## config.mk

```make
export PLATFORM = sky130hd
export DESIGN_NAME = crc_step_unit
export DESIGN_NICKNAME = d
export VERILOG_FILES = /design/src/rtl/crc_unit_pkg.sv /design/src/rtl/crc_byte_engine.sv /design/src/rtl/crc_operand_reg.sv /design/src/rtl/crc_seq_ctrl.sv /design/src/rtl/crc_step_unit.sv
export SDC_FILE = /design/constraint.sdc
export NUM_CORES = 1
export LEC_CHECK = 0
export BUFFER_PORTS_ARGS = -buffer_cell sky130_fd_sc_hd__buf_2
export CAP_MARGIN = 20
export CORE_UTILIZATION = 56
export DETAILED_ROUTE_END_ITERATION = 10
export HOLD_SLACK_MARGIN = 0.1
export PLACE_DENSITY = 0.81
export SKIP_CTS_REPAIR_TIMING = 1
export SLEW_MARGIN = 20
export SYNTH_ARGS = -nofsm -noshare
export SYNTH_HDL_FRONTEND = slang
export SYNTH_HIERARCHICAL = 1
export SYNTH_SLANG_ARGS = --single-unit
```

## constraint.sdc

```tcl
create_clock -name clk -period 9.74 [get_ports clk]
set_input_delay 0.974 -clock clk [delete_from_list [all_inputs] [get_ports clk]]
set_output_delay 0.974 -clock clk [all_outputs]
set_load 0.01 [all_outputs]
```

## src/rtl/crc_unit_pkg.sv

```systemverilog
package crc_unit_pkg;
  localparam int STATE_W   = 32;
  localparam int MSG_W     = 64;
  localparam int BYTE_W    = 8;
  localparam int SIZE_W    = 2;
  localparam int MSG_BYTES = MSG_W / BYTE_W;
  localparam int CNT_W     = $clog2(MSG_BYTES + 1);

  typedef enum logic {
    CRC_MODE_IEEE = 1'b0,
    CRC_MODE_CAST = 1'b1
  } crc_mode_e;

  // Number of bytes encoded by a size code: 1 << code.
  function automatic logic [CNT_W-1:0] bytes_for_size(input logic [SIZE_W-1:0] code);
    bytes_for_size = CNT_W'(1) << code;
  endfunction

  // Clear every operand byte at or above the selected length.
  function automatic logic [MSG_W-1:0] mask_operand(input logic [MSG_W-1:0] msg,
                                                    input logic [SIZE_W-1:0] code);
    logic [MSG_W-1:0] kept;
    int unsigned      nb;
    nb   = int'(bytes_for_size(code));
    kept = '0;
    for (int b = 0; b < MSG_BYTES; b++) begin
      if (b < nb) kept[b*BYTE_W +: BYTE_W] = msg[b*BYTE_W +: BYTE_W];
    end
    mask_operand = kept;
  endfunction

  // One reflected shift step: shift right, fold polynomial if bit 0 was set.
  function automatic logic [STATE_W-1:0] reflect_step(input logic [STATE_W-1:0] st,
                                                      input logic [STATE_W-1:0] poly);
    reflect_step = (st >> 1) ^ (st[0] ? poly : '0);
  endfunction

  function automatic logic [MSG_W-1:0] sign_widen(input logic [STATE_W-1:0] st);
    sign_widen = {{(MSG_W-STATE_W){st[STATE_W-1]}}, st};
  endfunction
endpackage

```

## src/rtl/crc_byte_engine.sv

```systemverilog
module crc_byte_engine
  import crc_unit_pkg::*;
(
  input  logic [STATE_W-1:0] state_cur,
  input  logic [BYTE_W-1:0]  data_byte,
  input  logic [STATE_W-1:0] poly,
  output logic [STATE_W-1:0] state_nxt
);
  logic [STATE_W-1:0] stage [0:BYTE_W];

  assign stage[0] = state_cur ^ {{(STATE_W-BYTE_W){1'b0}}, data_byte};

  for (genvar s = 0; s < BYTE_W; s++) begin : g_step
    assign stage[s+1] = reflect_step(stage[s], poly);
  end

  assign state_nxt = stage[BYTE_W];
endmodule

```

## src/rtl/crc_operand_reg.sv

```systemverilog
module crc_operand_reg
  import crc_unit_pkg::*;
(
  input  logic              clk,
  input  logic              rst_n,
  input  logic              load,
  input  logic              shift,
  input  logic [MSG_W-1:0]  msg_in,
  input  logic [SIZE_W-1:0] size_code,
  output logic [BYTE_W-1:0] low_byte
);
  logic [MSG_W-1:0] hold_q;

  always_ff @(posedge clk or negedge rst_n) begin
    if (!rst_n) begin
      hold_q <= '0;
    end else if (load) begin
      hold_q <= mask_operand(msg_in, size_code);
    end else if (shift) begin
      hold_q <= hold_q >> BYTE_W;
    end
  end

  assign low_byte = hold_q[BYTE_W-1:0];
endmodule

```

## src/rtl/crc_seq_ctrl.sv

```systemverilog
module crc_seq_ctrl
  import crc_unit_pkg::*;
(
  input  logic              clk,
  input  logic              rst_n,
  input  logic              start,
  input  logic [SIZE_W-1:0] size_code,
  output logic              accept,
  output logic              step,
  output logic              last_byte,
  output logic              busy,
  output logic              done,
  output logic [CNT_W-1:0]  bytes_left
);
  logic             busy_q, done_q;
  logic [CNT_W-1:0] left_q;

  assign accept    = start && !busy_q;
  assign step      = busy_q;
  assign last_byte = busy_q && (left_q == CNT_W'(1));

  always_ff @(posedge clk or negedge rst_n) begin
    if (!rst_n) begin
      busy_q <= 1'b0;
      done_q <= 1'b0;
      left_q <= '0;
    end else if (accept) begin
      busy_q <= 1'b1;
      done_q <= 1'b0;
      left_q <= bytes_for_size(size_code);
    end else if (busy_q) begin
      left_q <= left_q - CNT_W'(1);
      busy_q <= !last_byte;
      done_q <= last_byte;
    end else begin
      done_q <= 1'b0;
    end
  end

  assign busy       = busy_q;
  assign done       = done_q;
  assign bytes_left = left_q;
endmodule

```

## src/rtl/crc_step_unit.sv

```systemverilog
module crc_step_unit
  import crc_unit_pkg::*;
#(
  parameter logic [STATE_W-1:0] POLY_IEEE = 32'hEDB88320,
  parameter logic [STATE_W-1:0] POLY_CAST = 32'h82F63B78
) (
  input  logic              clk,
  input  logic              rst_n,
  input  logic              start,
  input  logic              mode,
  input  logic [SIZE_W-1:0] size_code,
  input  logic [STATE_W-1:0] state_in,
  input  logic [MSG_W-1:0]  msg_in,
  output logic              busy,
  output logic              done,
  output logic [MSG_W-1:0]  result
);
  logic               accept_w, step_w, last_w;
  logic [CNT_W-1:0]   bytes_left_w;
  logic [BYTE_W-1:0]  cur_byte_w;
  logic [STATE_W-1:0] state_q, state_nxt_w, poly_w;
  crc_mode_e          mode_q;

  crc_seq_ctrl u_ctrl (
    .clk(clk), .rst_n(rst_n), .start(start), .size_code(size_code),
    .accept(accept_w), .step(step_w), .last_byte(last_w),
    .busy(busy), .done(done), .bytes_left(bytes_left_w)
  );

  crc_operand_reg u_opnd (
    .clk(clk), .rst_n(rst_n), .load(accept_w), .shift(step_w),
    .msg_in(msg_in), .size_code(size_code), .low_byte(cur_byte_w)
  );

  assign poly_w = (mode_q == CRC_MODE_CAST) ? POLY_CAST : POLY_IEEE;

  crc_byte_engine u_engine (
    .state_cur(state_q), .data_byte(cur_byte_w), .poly(poly_w),
    .state_nxt(state_nxt_w)
  );

  always_ff @(posedge clk or negedge rst_n) begin
    if (!rst_n) begin
      state_q <= '0;
      mode_q  <= CRC_MODE_IEEE;
    end else if (accept_w) begin
      state_q <= state_in;
      mode_q  <= crc_mode_e'(mode);
    end else if (step_w) begin
      state_q <= state_nxt_w;
    end
  end

  assign result = sign_widen(state_q);
endmodule

```

## After elaboration in Yosys (flattened, before gate mapping)

Cells that the tools add are included.

| word-level totals | value |
|---|---|
| flip-flop bits (word level) | 103 |
| input port bits | 102 |
| logic and storage cells | 58 |

| cells by class | value |
|---|---|
| add/subtract/negate cells | 1 |
| $lt $le $gt $ge | 8 |
| eq/ne operators | 1 |
| shift-type cells | 1 |
| muxes and demuxes | 27 |
| bitwise gates (word level) | 9 |
| reductions and logical operators | 5 |

Operators with widths:

| cell | count |
|---|---|
| 32-bit 2-to-1 mux | 10 |
| 31-bit by 32-bit bitwise XOR with 32-bit output | 8 |
| 64-bit 2-to-1 mux | 2 |
| 8-bit 2-to-1 mux | 8 |
| 32-bit by 8-bit bitwise XOR with 32-bit output | 1 |
| 31-bit 2-to-1 mux | 1 |
| 3-bit by 4-bit < comparator with 1-bit output (first input constant) | 4 |
| 1-bit by 4-bit < comparator with 1-bit output (first input constant) | 2 |
| 2-bit by 4-bit < comparator with 1-bit output (first input constant) | 2 |
| 4-bit 2-to-1 mux | 2 |
| 4-bit by 1-bit == test with 1-bit output (second input constant) | 1 |
| 1-bit 2-to-1 mux | 4 |
| 1-bit by 2-bit << shifter with 4-bit output (first input constant) | 1 |
| 4-bit by 1-bit subtractor with 4-bit output (second input constant) | 1 |
| 1-bit logical AND | 2 |
| 1-bit zero test | 2 |
| 2-bit nonzero test | 1 |

## Longest topological paths before layout

Gate-level depths: netlist of run 1.

| depth | value |
|---|---|
| depth in word-level cells | 19 |
| gate-level depth with buffers | 16 |
| mapped depth without buffers | 13 |

## Hierarchy

The synthesis of run 1 kept the hierarchy.

Modules (own cells, without submodules):

| module | instances | cells an instance | area an instance (um^2) | seq. area each (um^2) |
|---|---|---|---|---|
| crc_byte_engine | 1 | 614 | 4214.0 | 0.0 |
| crc_operand_reg | 1 | 225 | 2994.1 | 1601.5 |
| crc_step_unit | 1 | 177 | 1793.0 | 825.8 |
| crc_seq_ctrl | 1 | 34 | 334.1 | 150.1 |

## Least setup slack after synthesis of run 1

No wires, ideal clock.

| path | value |
|---|---|
| kind | register to register |
| start point | register u_opnd.hold_q[1] |
| end point | register state_q[24] |
| library setup time | 0.132 ns |
| arrival time | 3.487 ns |
| slack | 6.121 ns |
| stages on the path, launching flop included | 16 |
| path buffers | 2 |
| period minus slack after synthesis | 3.619 ns |
| cells stage by stage | dfrtp_1 -> buf_4 -> xor2_1 -> a21oi_1 -> nor2_4 -> a21oi_1 -> nor4_1 -> xnor3_1 -> xor2_1 -> xnor2_1 -> buf_2 -> nand2_1 -> xor3_1 -> xnor2_1 -> mux2i_1 -> o21ai_1 |

| between the ends | value |
|---|---|
| word-level cells in the longest chain between the ends | 18 |

RTL lines:

| what | RTL line | RTL |
|---|---|---|
| start: declaration | crc_operand_reg.sv:12 | `logic [MSG_W-1:0] hold_q;` |
| start signal: assignment | crc_operand_reg.sv:18 | `hold_q <= mask_operand(msg_in, size_code);` |
| start signal: assignment | crc_operand_reg.sv:20 | `hold_q <= hold_q >> BYTE_W;` |
| 32-bit by 8-bit bitwise XOR with 32-bit output (*) | crc_byte_engine.sv:11 | `assign stage[0] = state_cur ^ {{(STATE_W-BYTE_W){1'b0}}, data_byte};` |
| 31-bit by 32-bit bitwise XOR with 32-bit output (*) | crc_unit_pkg.sv:35 | `reflect_step = (st >> 1) ^ (st[0] ? poly : '0);` |
| 32-bit 2-to-1 mux (*) | crc_unit_pkg.sv:35 |  |
| 31-bit by 32-bit bitwise XOR with 32-bit output (*) | crc_unit_pkg.sv:35 |  |
| 32-bit 2-to-1 mux | crc_unit_pkg.sv:35 |  |
| 31-bit by 32-bit bitwise XOR with 32-bit output (*) | crc_unit_pkg.sv:35 |  |
| 32-bit 2-to-1 mux | crc_unit_pkg.sv:35 |  |
| 31-bit by 32-bit bitwise XOR with 32-bit output (*) | crc_unit_pkg.sv:35 |  |
| (+3 left out) | n/a |  |
| 31-bit by 32-bit bitwise XOR with 32-bit output (*) | crc_unit_pkg.sv:35 |  |
| 32-bit 2-to-1 mux | crc_unit_pkg.sv:35 |  |
| 31-bit by 32-bit bitwise XOR with 32-bit output (*) | crc_unit_pkg.sv:35 |  |
| 32-bit 2-to-1 mux | crc_unit_pkg.sv:35 |  |
| 31-bit by 32-bit bitwise XOR with 32-bit output (*) | crc_unit_pkg.sv:35 |  |
| via state_nxt_w[24] | crc_step_unit.sv:21 | `logic [STATE_W-1:0] state_q, state_nxt_w, poly_w;` |
| 32-bit 2-to-1 mux (*) | crc_step_unit.sv:49 | `end else if (step_w) begin` |
| 32-bit 2-to-1 mux (*) | crc_step_unit.sv:46 | `end else if (accept_w) begin` |
| end signal: assignment | crc_step_unit.sv:47 | `state_q <= state_in;` |
| end signal: assignment | crc_step_unit.sv:50 | `state_q <= state_nxt_w;` |
| end: declaration | crc_step_unit.sv:21 |  |

Mark *: on every way through the listed nets, which the timed path passes. The rest lies on a longest branch. The select of a mux whose other input is x is not followed.
A chain may end at the register's enable or synchronous reset.

## Final worst setup path of run 1

| path | value |
|---|---|
| start point | register u_opnd.hold_q[1] |
| end point | register state_q[21] |

The elaborated chain is that of the path after synthesis.

==> results of run 1 <==
-- sequential cells by signal, indices dropped and copies added, names as in the netlist --
register and flops:
mode_q 1, state_q 32, u_ctrl/bytes_left 4, u_ctrl/done 1, u_opnd/hold_q 64, u_ctrl/busy 1
-- synth_stat cells, types with 3 or more instances --
cell type	instances	area, µm²
nor4_1	4	25.0
buf_4	49	368
a211oi_1	6	45.0
nor2_1	14	52.6
nand3_1	10	50.1
clkbuf_1	53	199
and3_1	33	206
a22o_1	8	70.1
nor2b_1	4	25.0
mux2i_1	88	881
xnor3_1	30	676
or3_1	4	25.0
o2bb2ai_1	48	420
o21ai_1	41	205
buf_1	3	11.3
buf_12	7	140
a21oi_1	11	55.1
o21ai_0	10	50.1
buf_2	20	100
inv_1	8	30.0
xor2_1	12	105
nor3_1	4	20.0
nand2_1	254	953
xnor2_1	185	1620
dfrtp_1	103	2580
-- through the flow --
step	instance area [µm²]	hold WS [ns]	instances	setup slack, ns
after floorplan	9410	0.466	1069	6.12
after global placement	9800	0.484	1328	5.33
after detailed placement	9800	0.490	1328	5.17
after CTS	10100	0.506	1344	5.13
after global routing	10100	0.533	1344	4.73
final	10100	0.497	1344	5.05
-- cell type report --
type | instances | share of cell area, %
Clock buffer | 11 | 2.40
Clock inverter | 5 | 0.643
Inverter | 8 | 0.297
Multi-Input combinational cell | 824 | 59.4
Sequential cell | 103 | 25.5
Tap cell | 216 | 2.67
Timing Repair Buffer | 177 | 9.03
-- critical path, stage by stage (launching register included) --
cell	delay (ns)
dfrtp_1	0.42
xor2_1	0.57
a21oi_1	0.22
nor2_4	0.56
a21oi_1	0.13
nor4_1	0.31
xnor3_1	0.52
xor2_1	0.38
xnor2_4	0.41
nand2_1	0.22
xnor3_1	0.41
xnor2_1	0.14
mux2i_1	0.15
o21ai_1	0.07
-- layer usage --
layer | wire, µm | vias to the layer above
met5 | 13 | -
met4 | 478 | 2
met3 | 1340 | 36
met2 | 10300 | 232
met1 | 9270 | 3494
li1 | - | 3579
-- worst max path at each step --
stage                              to  cells past startpoint              from  slack [ns]
final                     state_q[21]                     13  u_opnd/hold_q[1]        5.05
after global routing      state_q[14]                     13  u_opnd/hold_q[1]        4.73
after CTS                 state_q[21]                     13        state_q[1]        5.13
after detailed placement  state_q[14]                     13  u_opnd/hold_q[1]        5.17
after global placement     state_q[7]                     13  u_opnd/hold_q[1]        5.33
after floorplan           state_q[24]                     15  u_opnd/hold_q[1]        6.12
-- cells by family after synthesis --
logic type / after synthesis
simple gates: 338
xor+xnor: 231
compound gates: 143
buf+inv: 142
flops: 103
mux: 89
fa+ha+maj: 2
other cells: 2
==> flow_summary.json, run 1 <==
{
  "multi_input_area_um2": 6010,
  "slew_headroom_pct": 5.66,
  "path_class": "reg2reg",
  "io_pins": 168,
  "synthSimpleGateAreaFrac_pct": 15.5,
  "grt_pass1_vias": 7103,
  "grt_max_degree": 99,
  "synth.distinct_cells": 56,
  "use_met2_pct": 43.1,
  "final-seq-area_um2": 2580,
  "clock_latency_ns": 0.36,
  "grt-busiest-layer": "met2",
  "place.gp.congestion": 0.904,
  "fmax_mhz": 213,
  "synth_top_flop_cell": "dfrtp_1",
  "h-tree-depth": 3,
  "final_common_cell": "nand2_1",
  "crit_required_ns": 9.95,
  "period_needed_ns": 4.69,
  "grt-ovfl-total": 0,
  "cp_max_fo": 31,
  "grtUsageMet3_pct": 5.71,
  "final_nets": 1227,
  "synth_xor_area_share_pct": 26.7,
  "dieArea_um2": 17200,
  "cts.sink_count": 103,
  "initial_core_util_pct": 58.1,
  "reg2reg_depth": 13,
  "numCtsBuffers": 9,
  "grt_use_met1_pct": 31.6,
  "drt_iter0_drc": 556,
  "min_period_over_period_pct": 48.1,
  "worstSetupEndpointType": "flop",
  "worstPathArrival_ns": 4.89,
  "synth_compound_area_share_pct": 11.0,
  "final_max_slew_viol_count": 0,
  "hold_violations": 0,
  "ys_seq_elements": 103,
  "finClkSkew_ns": 0.00994,
  "viasPerCell": 5.46,
  "vias": 7343,
  "async_flop_share_pct": 100,
  "worstMarginPinSlew_ns": 1.41,
  "final_cell_mix": "nand2_1 (254), xnor2_1 (183), buf_2 (166), dfrtp_1 (101), mux2i_1 (88)",
  "synth_top_family_by_area": "XOR/XNOR gates",
  "drv_cap": 0,
  "avgSynthCellArea_um2": 8.89,
  "antenna_left": 0,
  "hold_path_class": "reg2reg",
  "r2r-start": "u_opnd/hold_q[1]",
  "wl_um": 21400,
  "setup_total_negative_slack_ns": 0,
  "synth-warning-count": 6,
  "dr.pass1.iters": 5,
  "drive_gt1_share_pct": 18.5,
  "clk_path_buf_depth": 2,
  "setup_viol": 0,
  "startpoint_type": "flop",
  "hold_path_depth": 1,
  "grt_use_total_pct": 25.5,
  "antenna_found_initial": 2,
  "synthAdderAreaFrac_pct": 0.268,
  "portBuffers": 167,
  "rows": 46,
  "synthToLayoutAreaGrowth_pct": 8.32,
  "synthesis.area_um2": 9340,
  "r2r_slack_ns": 5.05,
  "netlist_instances": 1050,
  "die_y_um": 131,
  "antenna_cells_inserted": 0,
  "synth_edf_count": 0,
  "holdPathEnd": "u_opnd/hold_q[57]",
  "die_w_um": 131,
  "core_um2": 16100,
  "n_fill_cell": 1322,
  "cts_tree": "done",
  "postLayoutCoreUtil_pct": 63.0,
  "drc": 0,
  "status": "complete, no violations",
  "grt_pass1_wl_um": 35800,
  "wl_per_cell_um": 15.9,
  "synthMuxAreaShare_pct": 9.56,
  "clk_pin_slew_worst_paths_ns": 0.08,
  "min_from": "u_opnd/hold_q[57]",
  "cts_root_buf": "clkbuf_16",
  "seq_area_frac_synth_pct": 27.6,
  "place_hpwl_um": 14600,
  "r2r-end": "state_q[21]",
  "rsz0062_at_grt": "no"
}
Power of run 1 is left out: the tool's default activity adds up to more than one toggle a clock period on the data nets, which glitch-free logic cannot reach.
==> run 2: changes to the inputs <==
--- a/config.mk
+++ b/config.mk
@@ -7,10 +7,10 @@
 export LEC_CHECK = 0
 export BUFFER_PORTS_ARGS = -buffer_cell sky130_fd_sc_hd__buf_2
 export CAP_MARGIN = 20
-export CORE_UTILIZATION = 56
+export CORE_UTILIZATION = 52
 export DETAILED_ROUTE_END_ITERATION = 10
 export HOLD_SLACK_MARGIN = 0.1
-export PLACE_DENSITY = 0.81
+export PLACE_DENSITY = 0.79
 export SKIP_CTS_REPAIR_TIMING = 1
 export SLEW_MARGIN = 20
 export SYNTH_ARGS = -nofsm -noshare
==> constraint.sdc (replaced) <==
create_clock -name clk -period 4.1 [get_ports clk]
set_input_delay 0.41 -clock clk [delete_from_list [all_inputs] [get_ports clk]]
set_output_delay 0.41 -clock clk [all_outputs]
set_load 0.01 [all_outputs]
==> flow_summary.json, run 2 (synthesis results as in run 1) <==
{
  "status": "complete, no violations",
  "startpoint_type": "flop",
  "grt_pass1_vias": 7103,
  "final_cell_mix": "nand2_1 (254), xnor2_1 (183), buf_2 (166), dfrtp_1 (101), mux2i_1 (88)",
  "fmax_mhz": 263,
  "io_pins": 168,
  "min_period_over_period_pct": 92.8,
  "grt_pass1_wl_um": 35000,
  "cts_root_buf": "clkbuf_16",
  "dr.pass1.iters": 7,
  "max_stage_delay_ns": 0.53,
  "die_w_um": 136,
  "clock_latency_ns": 0.36,
  "grt_max_degree": 103,
  "n_fill_cell": 1512,
  "antenna_cells_inserted": 0,
  "numCtsBuffers": 9,
  "largest_reg_flops": 64,
  "cts_tree": "done",
  "place.gp.congestion": 0.881,
  "final_nets": 1240,
  "slew_headroom_pct": 10.5,
  "cp_cell_sequence": "xor2_1 > a21oi_1 > nor2_1 > nor4b_1 > nor4_1 > xnor3_1 > xor2_1 > xnor2_2 > buf_4 > nand2_1 > xnor3_1 > xnor2_1 > mux2i_1 > o21ai_1",
  "grt-ovfl-total": 0,
  "place_hpwl_um": 15000,
  "core_um2": 17400,
  "drc": 0,
  "cp_num_buf_inv": 1,
  "path_class": "reg2reg",
  "cts.sink_count": 103,
  "wl_per_cell_um": 15.9,
  "clk_path_buf_depth": 2,
  "rows": 48,
  "portBuffers": 167,
  "vias": 7429,
  "viasPerCell": 5.44,
  "period_needed_ns": 3.81,
  "synthToLayoutAreaGrowth_pct": 9.72,
  "worstSetupEndpointType": "flop",
  "worstPathArrival_ns": 4.08,
  "worstMarginPinSlew_ns": 1.33,
  "final_max_slew_viol_count": 0,
  "crit_required_ns": 4.38,
  "slowest_stage": "xnor3_1",
  "holdWs_ns": 0.0865,
  "hold_path_class": "in2async",
  "cp_max_fo": 15,
  "drt_iter0_drc": 555,
  "drive_gt1_share_pct": 19.5,
  "rsz0062_at_grt": "no",
  "die_y_um": 136,
  "drv_cap": 0,
  "dieArea_um2": 18500,
  "antenna_left": 0,
  "wl_um": 21700,
  "hold_violations": 0,
  "antenna_found_initial": 1,
  "initial_core_util_pct": 53.6,
  "final_common_cell": "nand2_1",
  "top_register": "u_opnd/hold_q",
  "setup_total_negative_slack_ns": 0,
  "clk_pin_slew_worst_paths_ns": 0.08,
  "finClkSkew_ns": 0.0102,
  "cp_top_family": "XOR/XNOR gates",
  "h-tree-depth": 3,
  "grt_use_total_pct": 24.1,
  "setup_viol": 0
}
==> run 2: changes by cell type in the layout (fill, tap and decap cells not counted) <==
cell        change
buf_6           +1
inv_8           +1
xnor2_2         +1
buf_12          +1
clkinv_2        +1
xnor2_4         -1
clkinvlp_4      -2
buf_4          +11
clkbuf_8        -1
clkbuf_1        -1
clkinv_8        +2
==> run 2: worst paths after layout <==
path                                         from  cells after the start  slack [ns]                    to
worst max-delay path             u_opnd/hold_q[2]                     14        0.29           state_q[18]
worst min-delay path                        rst_n                      1        0.09  u_ctrl/bytes_left[1]
worst max register to register   u_opnd/hold_q[2]                     14        0.29           state_q[18]
worst min register to register  u_opnd/hold_q[61]                      1        0.50     u_opnd/hold_q[61]
max in group asynchronous                   rst_n                      2        3.17     u_opnd/hold_q[54]
min in group clk                       msg_in[27]                      2        0.25     u_opnd/hold_q[27]
==> run 2: per-layer routing <==
layer / routed length [µm] / track usage [%]
met1: 9410 / 30.2
met2: 10600 / 41.2
met3: 1290 / 4.44
met4: 450 / 8.83
met5: 13 / 0
==> run 2: final cells by class <==
class,instances,area (µm²),area share [%]
timing repair buffer,190,1030,10.0
multi-input combinational,824,6000,58.6
sequential,103,2580,25.2
tap,225,282,2.75
clock buffer,9,225,2.20
clock inverter,7,98.8,0.965
inverter,8,30.0,0.293
==> run 2: per-stage QoR <==
stage	util (%)	worst slack, ns	instance area [µm²]	instances
floorplan	-	0.481	9410	1069
global placement	56.9	0.483	9910	1350
detailed placement	56.9	0.378	9910	1350
CTS	58.8	0.353	10200	1366
global route	58.8	0.00681	10200	1366
finish	58.8	0.294	10200	1366
Power of run 2 is left out for the same reason.
